File: src/rtl/sent_pkg.sv
package sent_pkg;
  localparam int NIB_W = 4;
  localparam logic [3:0] CRC_SEED = 4'b0101;
  localparam logic [3:0] CRC_POLY = 4'b1101;

  // Shift one nibble into the running checksum, MSB first.
  function automatic logic [3:0] crc4_step(input logic [3:0] c, input logic [3:0] n);
    logic [3:0] r;
    logic fb;
    r = c;
    for (int b = 3; b >= 0; b--) begin
      fb = r[3] ^ n[b];
      r  = {r[2:0], 1'b0};
      if (fb) r = r ^ CRC_POLY;
    end
    return r;
  endfunction
endpackage

File: src/rtl/sent_tick_gen.sv
module sent_tick_gen #(
  parameter int PW   = 4,
  parameter int PMIN = 7,
  parameter int PRST = 11
) (
  input  logic          clk,
  input  logic          rst,
  input  logic          cfg_we,
  input  logic [PW-1:0] cfg_prediv,
  output logic          tick
);
  localparam int CW = PW + 1;

  logic [PW-1:0] prediv_q;
  logic [PW-1:0] eff;
  logic [CW-1:0] lim;
  logic [CW-1:0] cnt;

  always_ff @(posedge clk) begin
    if (rst) prediv_q <= PRST[PW-1:0];
    else if (cfg_we) prediv_q <= cfg_prediv;
  end

  // Settings under the floor are raised to it.
  always_comb begin
    eff = (prediv_q < PMIN[PW-1:0]) ? PMIN[PW-1:0] : prediv_q;
    lim = {eff, 1'b1};
  end

  always_ff @(posedge clk) begin
    if (rst) begin
      cnt  <= '0;
      tick <= 1'b0;
    end else if (cnt >= lim) begin
      cnt  <= '0;
      tick <= 1'b1;
    end else begin
      cnt  <= cnt + 1'b1;
      tick <= 1'b0;
    end
  end

  AST_TICK_SPACING: assert property (@(posedge clk) disable iff (rst)
    tick |=> !tick);
endmodule

File: src/rtl/sent_frame_seq.sv
module sent_frame_seq
  import sent_pkg::*;
#(
  parameter int DATA_NIBS  = 6,
  parameter int SYNC_TICKS = 56,
  parameter int LOW_TICKS  = 5,
  parameter int NIB_BASE   = 12
) (
  input  logic                       clk,
  input  logic                       rst,
  input  logic                       tick,
  input  logic                       run,
  input  logic [NIB_W-1:0]           status_in,
  input  logic [DATA_NIBS*NIB_W-1:0] data_in,
  output logic                       low,
  output logic                       wrap
);
  localparam int SEGS   = DATA_NIBS + 3;
  localparam int STORED = SEGS - 1;
  localparam int LAST   = SEGS - 1;
  localparam int SW     = $clog2(SEGS);
  localparam int MAXLEN = (SYNC_TICKS > NIB_BASE + 15) ? SYNC_TICKS : NIB_BASE + 15;
  localparam int TW     = $clog2(MAXLEN + 1);

  logic                         active;
  logic [SW-1:0]                seg;
  logic [TW-1:0]                tcnt;
  logic [STORED-1:0][NIB_W-1:0] nib_q;
  logic [STORED-1:0][NIB_W-1:0] frame_c;
  logic [NIB_W-1:0]             crc_c;
  logic [NIB_W-1:0]             cur;
  logic [TW-1:0]                len;
  logic                         tcnt_end;
  logic                         wrap_end;
  logic                         load;

  always_comb begin
    crc_c = CRC_SEED;
    for (int i = 0; i < DATA_NIBS; i++)
      crc_c = crc4_step(crc_c, data_in[(DATA_NIBS-1-i)*NIB_W +: NIB_W]);
    frame_c[0] = status_in;
    for (int i = 0; i < DATA_NIBS; i++)
      frame_c[i+1] = data_in[(DATA_NIBS-1-i)*NIB_W +: NIB_W];
    frame_c[STORED-1] = crc_c;
  end

  always_comb begin
    cur = '0;
    for (int i = 0; i < STORED; i++)
      if (seg == SW'(i + 1)) cur = nib_q[i];
    len      = (seg == '0) ? TW'(SYNC_TICKS) : TW'(NIB_BASE) + TW'(cur);
    tcnt_end = (tcnt == len - TW'(1));
    wrap_end = (seg == SW'(LAST)) && tcnt_end;
    load     = run && tick && (!active || wrap_end);
    wrap     = run && tick && active && wrap_end;
    low      = active && (tcnt < TW'(LOW_TICKS));
  end

  always_ff @(posedge clk) begin
    if (rst) begin
      active <= 1'b0;
      seg    <= '0;
      tcnt   <= '0;
      nib_q  <= '0;
    end else if (!run) begin
      active <= 1'b0;
      seg    <= '0;
      tcnt   <= '0;
    end else if (tick) begin
      if (!active || wrap_end) begin
        active <= 1'b1;
        seg    <= '0;
        tcnt   <= '0;
        nib_q  <= frame_c;
      end else if (tcnt_end) begin
        seg  <= seg + 1'b1;
        tcnt <= '0;
      end else begin
        tcnt <= tcnt + 1'b1;
      end
    end
  end

  AST_PULSE_STARTS_LOW: assert property (@(posedge clk) disable iff (rst)
    (run && tick && (!active || tcnt_end)) |=> low);
  AST_FRAME_HELD: assert property (@(posedge clk) disable iff (rst)
    !load |=> $stable(nib_q));
endmodule

File: src/rtl/sent_tx.sv
module sent_tx
  import sent_pkg::*;
#(
  parameter int DATA_W     = 12,
  parameter int TEMP_W     = 8,
  parameter int PREDIV_W   = 4,
  parameter int PREDIV_MIN = 7,
  parameter int PREDIV_RST = 11,
  parameter int SYNC_TICKS = 56,
  parameter int LOW_TICKS  = 5,
  parameter int NIB_BASE   = 12
) (
  input  logic                clk,
  input  logic                rst,
  input  logic                cfg_we,
  input  logic [PREDIV_W-1:0] cfg_prediv,
  input  logic [DATA_W-1:0]   meas_a,
  input  logic [DATA_W-1:0]   meas_b,
  input  logic [TEMP_W-1:0]   temp_code,
  input  logic                temp_sel,
  input  logic [1:0]          range_sel,
  input  logic                startup,
  input  logic                over_volt,
  input  logic                mem_fail,
  output logic                line_out,
  output logic                drive_en
);
  localparam int DATA_NIBS = 2 * DATA_W / NIB_W;

  logic                       tick;
  logic                       run;
  logic                       low;
  logic                       wrap;
  logic                       memfail_q;
  logic                       first_q;
  logic                       ovp_q;
  logic [DATA_W-1:0]          chan_b;
  logic [NIB_W-1:0]           status_c;
  logic [DATA_NIBS*NIB_W-1:0] data_c;

  sent_tick_gen #(
    .PW  (PREDIV_W),
    .PMIN(PREDIV_MIN),
    .PRST(PREDIV_RST)
  ) u_tick (
    .clk       (clk),
    .rst       (rst),
    .cfg_we    (cfg_we),
    .cfg_prediv(cfg_prediv),
    .tick      (tick)
  );

  always_comb begin
    run      = !(startup || over_volt || mem_fail || memfail_q);
    chan_b   = temp_sel ? DATA_W'(temp_code) : meas_b;
    data_c   = {meas_a, chan_b};
    // A flag leaves the next frame's status once the frame carrying it ends.
    status_c = {first_q & ~wrap, ovp_q & ~wrap, range_sel};
  end

  sent_frame_seq #(
    .DATA_NIBS (DATA_NIBS),
    .SYNC_TICKS(SYNC_TICKS),
    .LOW_TICKS (LOW_TICKS),
    .NIB_BASE  (NIB_BASE)
  ) u_seq (
    .clk      (clk),
    .rst      (rst),
    .tick     (tick),
    .run      (run),
    .status_in(status_c),
    .data_in  (data_c),
    .low      (low),
    .wrap     (wrap)
  );

  always_ff @(posedge clk) begin
    if (rst) begin
      memfail_q <= 1'b0;
      first_q   <= 1'b1;
      ovp_q     <= 1'b0;
    end else begin
      if (mem_fail) memfail_q <= 1'b1;
      if (wrap) first_q <= 1'b0;
      if (over_volt) ovp_q <= 1'b1;
      else if (wrap) ovp_q <= 1'b0;
    end
  end

  always_ff @(posedge clk) begin
    if (rst) begin
      line_out <= 1'b1;
      drive_en <= 1'b0;
    end else begin
      line_out <= !(run && low);
      drive_en <= run;
    end
  end

  AST_FAULT_OFF: assert property (@(posedge clk) disable iff (rst)
    (startup || over_volt) |=> !drive_en);
  AST_OFF_RELEASED: assert property (@(posedge clk) disable iff (rst)
    !drive_en |-> line_out);
  AST_MEM_LOCK: assert property (@(posedge clk) disable iff (rst)
    (mem_fail || memfail_q) |=> !drive_en);
endmodule

File: config.mk
export PLATFORM = sky130hd
export DESIGN_NAME = sent_tx
export DESIGN_NICKNAME = d
export VERILOG_FILES = /design/src/rtl/sent_pkg.sv /design/src/rtl/sent_tick_gen.sv /design/src/rtl/sent_frame_seq.sv /design/src/rtl/sent_tx.sv
export SDC_FILE = /design/constraint.sdc
export NUM_CORES = 1
export LEC_CHECK = 0
export BUFFER_PORTS_ARGS = -buffer_cell sky130_fd_sc_hd__buf_2
export CORE_ASPECT_RATIO = 1.2
export CORE_MARGIN = 4
export CORE_UTILIZATION = 30
export DETAILED_ROUTE_END_ITERATION = 6
export SYNTH_ARGS = -nofsm -noshare
export SYNTH_HDL_FRONTEND = slang
export SYNTH_HIERARCHICAL = 1
export SYNTH_SLANG_ARGS = --single-unit
File: constraint.sdc
create_clock -name clk -period 3.75 [get_ports clk]
set_input_delay 0.375 -clock clk [delete_from_list [all_inputs] [get_ports clk]]
set_output_delay 0.375 -clock clk [all_outputs]
set_load 0.05 [all_outputs]
==> results.yml <==
outcome:
  status: "finished, violations left"
  violations: "setup timing"
global_route:
  grt_overflow: 0
  grt_usage_pct: 13.71
  antenna_found_initial: 0
  grt_pass1_wl_um: 14970
  grt_pass1_vias: 3103
  grt_start_max_net_pins: 59
setup_path:
  path_max_fanout: 8
  cp.required_ps: 4000
  critPathKind: "register to register"
  critPathMaxStageDelay_ps: 490
  worstPathArrival_ps: 4060
  r2r_cells: 17
  r2r-end: "u_seq/nib_q[26]$_SDFFE_PP0P_"
  endpoint: "u_seq/nib_q[26]$_SDFFE_PP0P_"
  crit_path_start_kind: "register"
  critical_path.startpoint: "u_seq/seg[0]$_SDFFE_PP0P_"
  cp-end-kind: "register"
  worstReg2RegStart: "u_seq/seg[0]$_SDFFE_PP0P_"
  crit_chain: "inv_2 > ha_1 > nand2_1 > nor2_1 > a21oi_1 > o21ai_0 > mux4_2 > a22oi_2 > ha_4 > nand4_1 > a211o_1 > a21o_1 > a211oi_4 > and4_1 > o21a_4 > buf_8 > mux2i_2"
  r2r_setup_slack_ps: -50
  worst_path_max_delay_cell: "mux4_2"
finish:
  area_delta_synth_final_pct: 30.13
  final_nets: 537
  instances_no_fill: 641
  final_cell_mix: "nand2_1 (74), dfxtp_1 (56), buf_2 (46)"
  final_common_cell: "nand2_1"
  layout-drive-gt1-share_pct: 29.96
  diodes: 0
synthesis:
  syn_nets: 469
  synth_ff_type: "dfxtp_1"
  syn_area_per_cell_sq_um: 8.740
  ys_types: 63
  ys.warnings.count: 6
  synth_edf_count: 0
  syn-cell-area_sq_um: 3592
  ys_seq_area_share_pct: 32.32
  synthArstFlopShare_pct: 0
  synthCells: 411
  ys_seq_elements: 58
placement:
  io_buffers: 46
  placed_cells: 614
  routabilityCongestion: 0.8927
  dpl.hpwl_um: 6830
timing:
  holdWs_ps: 262.9
  tightest_slew_ps: 655.3
  final.setup.worst_slack_ps: -52.85
  relSlewSlack_pct: 55.95
  rsz0062_at_grt: "yes"
  skew_ps: 7.040
  setup_viol: 26
  slew_violations: 0
  period_minus_slack_ps: 3803
  finalHoldViolations: 0
  max_clock_freq_mhz: 263.0
  fin_crit_sh_pct: 101.4
cts:
  clock_latency_ps: 330
  htreeDepth: 3
  clockBufferDepth: 2
  cts_tree: "done"
  clkSinkCount: 58
  clkSlewWorstSetupHoldPaths_ps: 50
  numCtsBuffers: 9
  root_buffer: "clkbuf_16"
  cts_hold_buf: 0
drt:
  firstDrtPassIters: 4
  drt_iter0_markers: 133
  post-route-drc-count: 0
  totalWireLength_um: 9673
  viasPerCell: 4.947
  drtAntennaViolNets: 0
  via_count: 3171
  wire_per_inst_um: 15.09
power:
  p_leak_uw: 0.001787
  cellPowerDensity_nw_per_um2: 348.3
  ir_worst_vdd_v: 0.0002081
floorplan:
  core_area_sq_um: 11620
  fp.dieW_um: 107.9
  rows: 43
  die_area_sq_um: 13800
  die_height_um: 127.9
  start_util_pct: 30.91
  io_pins: 47
min_path:
  hold_path_class: "input port to register"
run:
  maxCapViolations: 0
[stage by stage]
stage	setup TNS, ps	power [uW]	setup slack [ps]	instance area [sq um]	utilization [%]
after CTS	0	1645	14.19	4447	38.26
final	-579.0	1628	-52.85	4674	40.22
after detailed placement	-560.0	883.6	-128.3	4116	35.42
after global routing	-8581	1698	-283.1	4674	40.22
after global placement	-77.90	881.1	-61.21	4116	35.42
after floorplan	0	818.4	2.787	3670	-
[worst min-delay path by stage]
stage,cells after the start,slack [ps],endpoint,startpoint
after global placement,2,440,u_seq/nib_q[23]$_SDFFE_PP0P_,u_seq/nib_q[23]$_SDFFE_PP0P_
after detailed placement,2,450,u_seq/nib_q[21]$_SDFFE_PP0P_,u_seq/nib_q[21]$_SDFFE_PP0P_
after floorplan,2,430,u_seq/nib_q[24]$_SDFFE_PP0P_,u_seq/nib_q[24]$_SDFFE_PP0P_
after CTS,3,260,u_tick/prediv_q[0]$_SDFFE_PP1P_,cfg_prediv[0]
final,3,260,u_tick/prediv_q[0]$_SDFFE_PP1P_,cfg_prediv[0]
after global routing,3,280,u_tick/prediv_q[3]$_SDFFE_PP1P_,cfg_prediv[3]
[critical path, delay by kind of cell (launching register included)]
family | cells | cell delay, ps
muxes | 2 | 700
DFF | 1 | 380
adders and majority gates | 2 | 390
and+or+nand+nor | 4 | 520
buffers and inverters | 2 | 230
AOI/OAI and AO/OA | 7 | 1490
[synthesized netlist by cell type (3+ instances only)]
cell	count	area share, %
a21oi_1	11	1.5
a221oi_1	3	0.73
a22oi_1	4	0.84
buf_2	5	0.70
buf_6	6	1.9
clkbuf_1	11	1.1
dfxtp_1	58	32
ha_1	13	4.5
inv_1	15	1.6
mux2_2	9	2.8
mux2i_1	29	8.1
nand2_1	76	7.9
nand3_1	10	1.4
nand3b_1	5	1.0
nand4_1	3	0.52
nor2_1	20	2.1
nor2b_1	14	2.4
nor3_1	4	0.56
o2111ai_1	4	0.98
o211a_1	3	0.84
o211ai_1	5	1.0
o21ai_0	6	0.84
o31ai_1	4	0.84
o31ai_2	3	1.0
or4_1	3	0.63
xnor2_1	26	6.3
xor2_1	13	3.2
[state kept, by name (all words and copies together), names as in the netlist]
| register | cells |
|---|---|
| u_seq/nib_q | 32 |
| u_seq/tcnt | 6 |
| u_tick/cnt | 5 |
| u_seq/seg | 4 |
| u_tick/prediv_q | 4 |
| drive_en | 1 |
| first_q | 1 |
| line_out | 1 |
| memfail_q | 1 |
| ovp_q | 1 |
| u_seq/active | 1 |
| u_tick/tick | 1 |
[kinds of logic (layout without fill, tap and decap cells)]
| logic type | after synthesis | count (layout) | synth area share (%) |
|---|---|---|---|
| AO/OA/AOI/OAI | 73 | 73 | 16.89 |
| XOR/XNOR | 39 | 39 | 9.509 |
| adder cells (fa/ha/maj) | 13 | 13 | 4.528 |
| buffers and inverters | 40 | 113 | 5.712 |
| flip-flops | 58 | 58 | 32.32 |
| multiplexers | 39 | 39 | 11.53 |
| AND/OR/NAND/NOR | 149 | 149 | 19.51 |
[where the power goes]
group / internal [uW] / leakage [uW] / switching [uW]
Clock: 478 / 0.000145 / 279
Sequential: 623 / 0.000471 / 4.90
Combinational: 116 / 0.00117 / 127
Total: 1220 / 0.00179 / 412
[what timing repair did]
action                                  4_1_cts  5_1_grt
endpoints found under the setup margin       27       42
cloned                                        0        3
resized for setup                             8       25
pin swaps                                     2       18
buffers inserted                              1        7
[cell type report]
class,count,area (sq um)
tap,157,196.4
inverter,17,63.81
sequential,58,1169
multi-input combinational,313,2415
timing repair buffer,80,549.3
fill,1178,6947
clock inverter,5,28.78
clock buffer,11,252.7
[layer usage]
layer  share of wire [%]  up-vias  GRT usage, %
met3                 4.8       15         3.929
li1                    -     1583             -
met1                  43     1503         15.73
met5                   0        -             0
met4                 2.1        0         4.606
met2                  50       70         24.27
(Power assumes the default switching activity.)
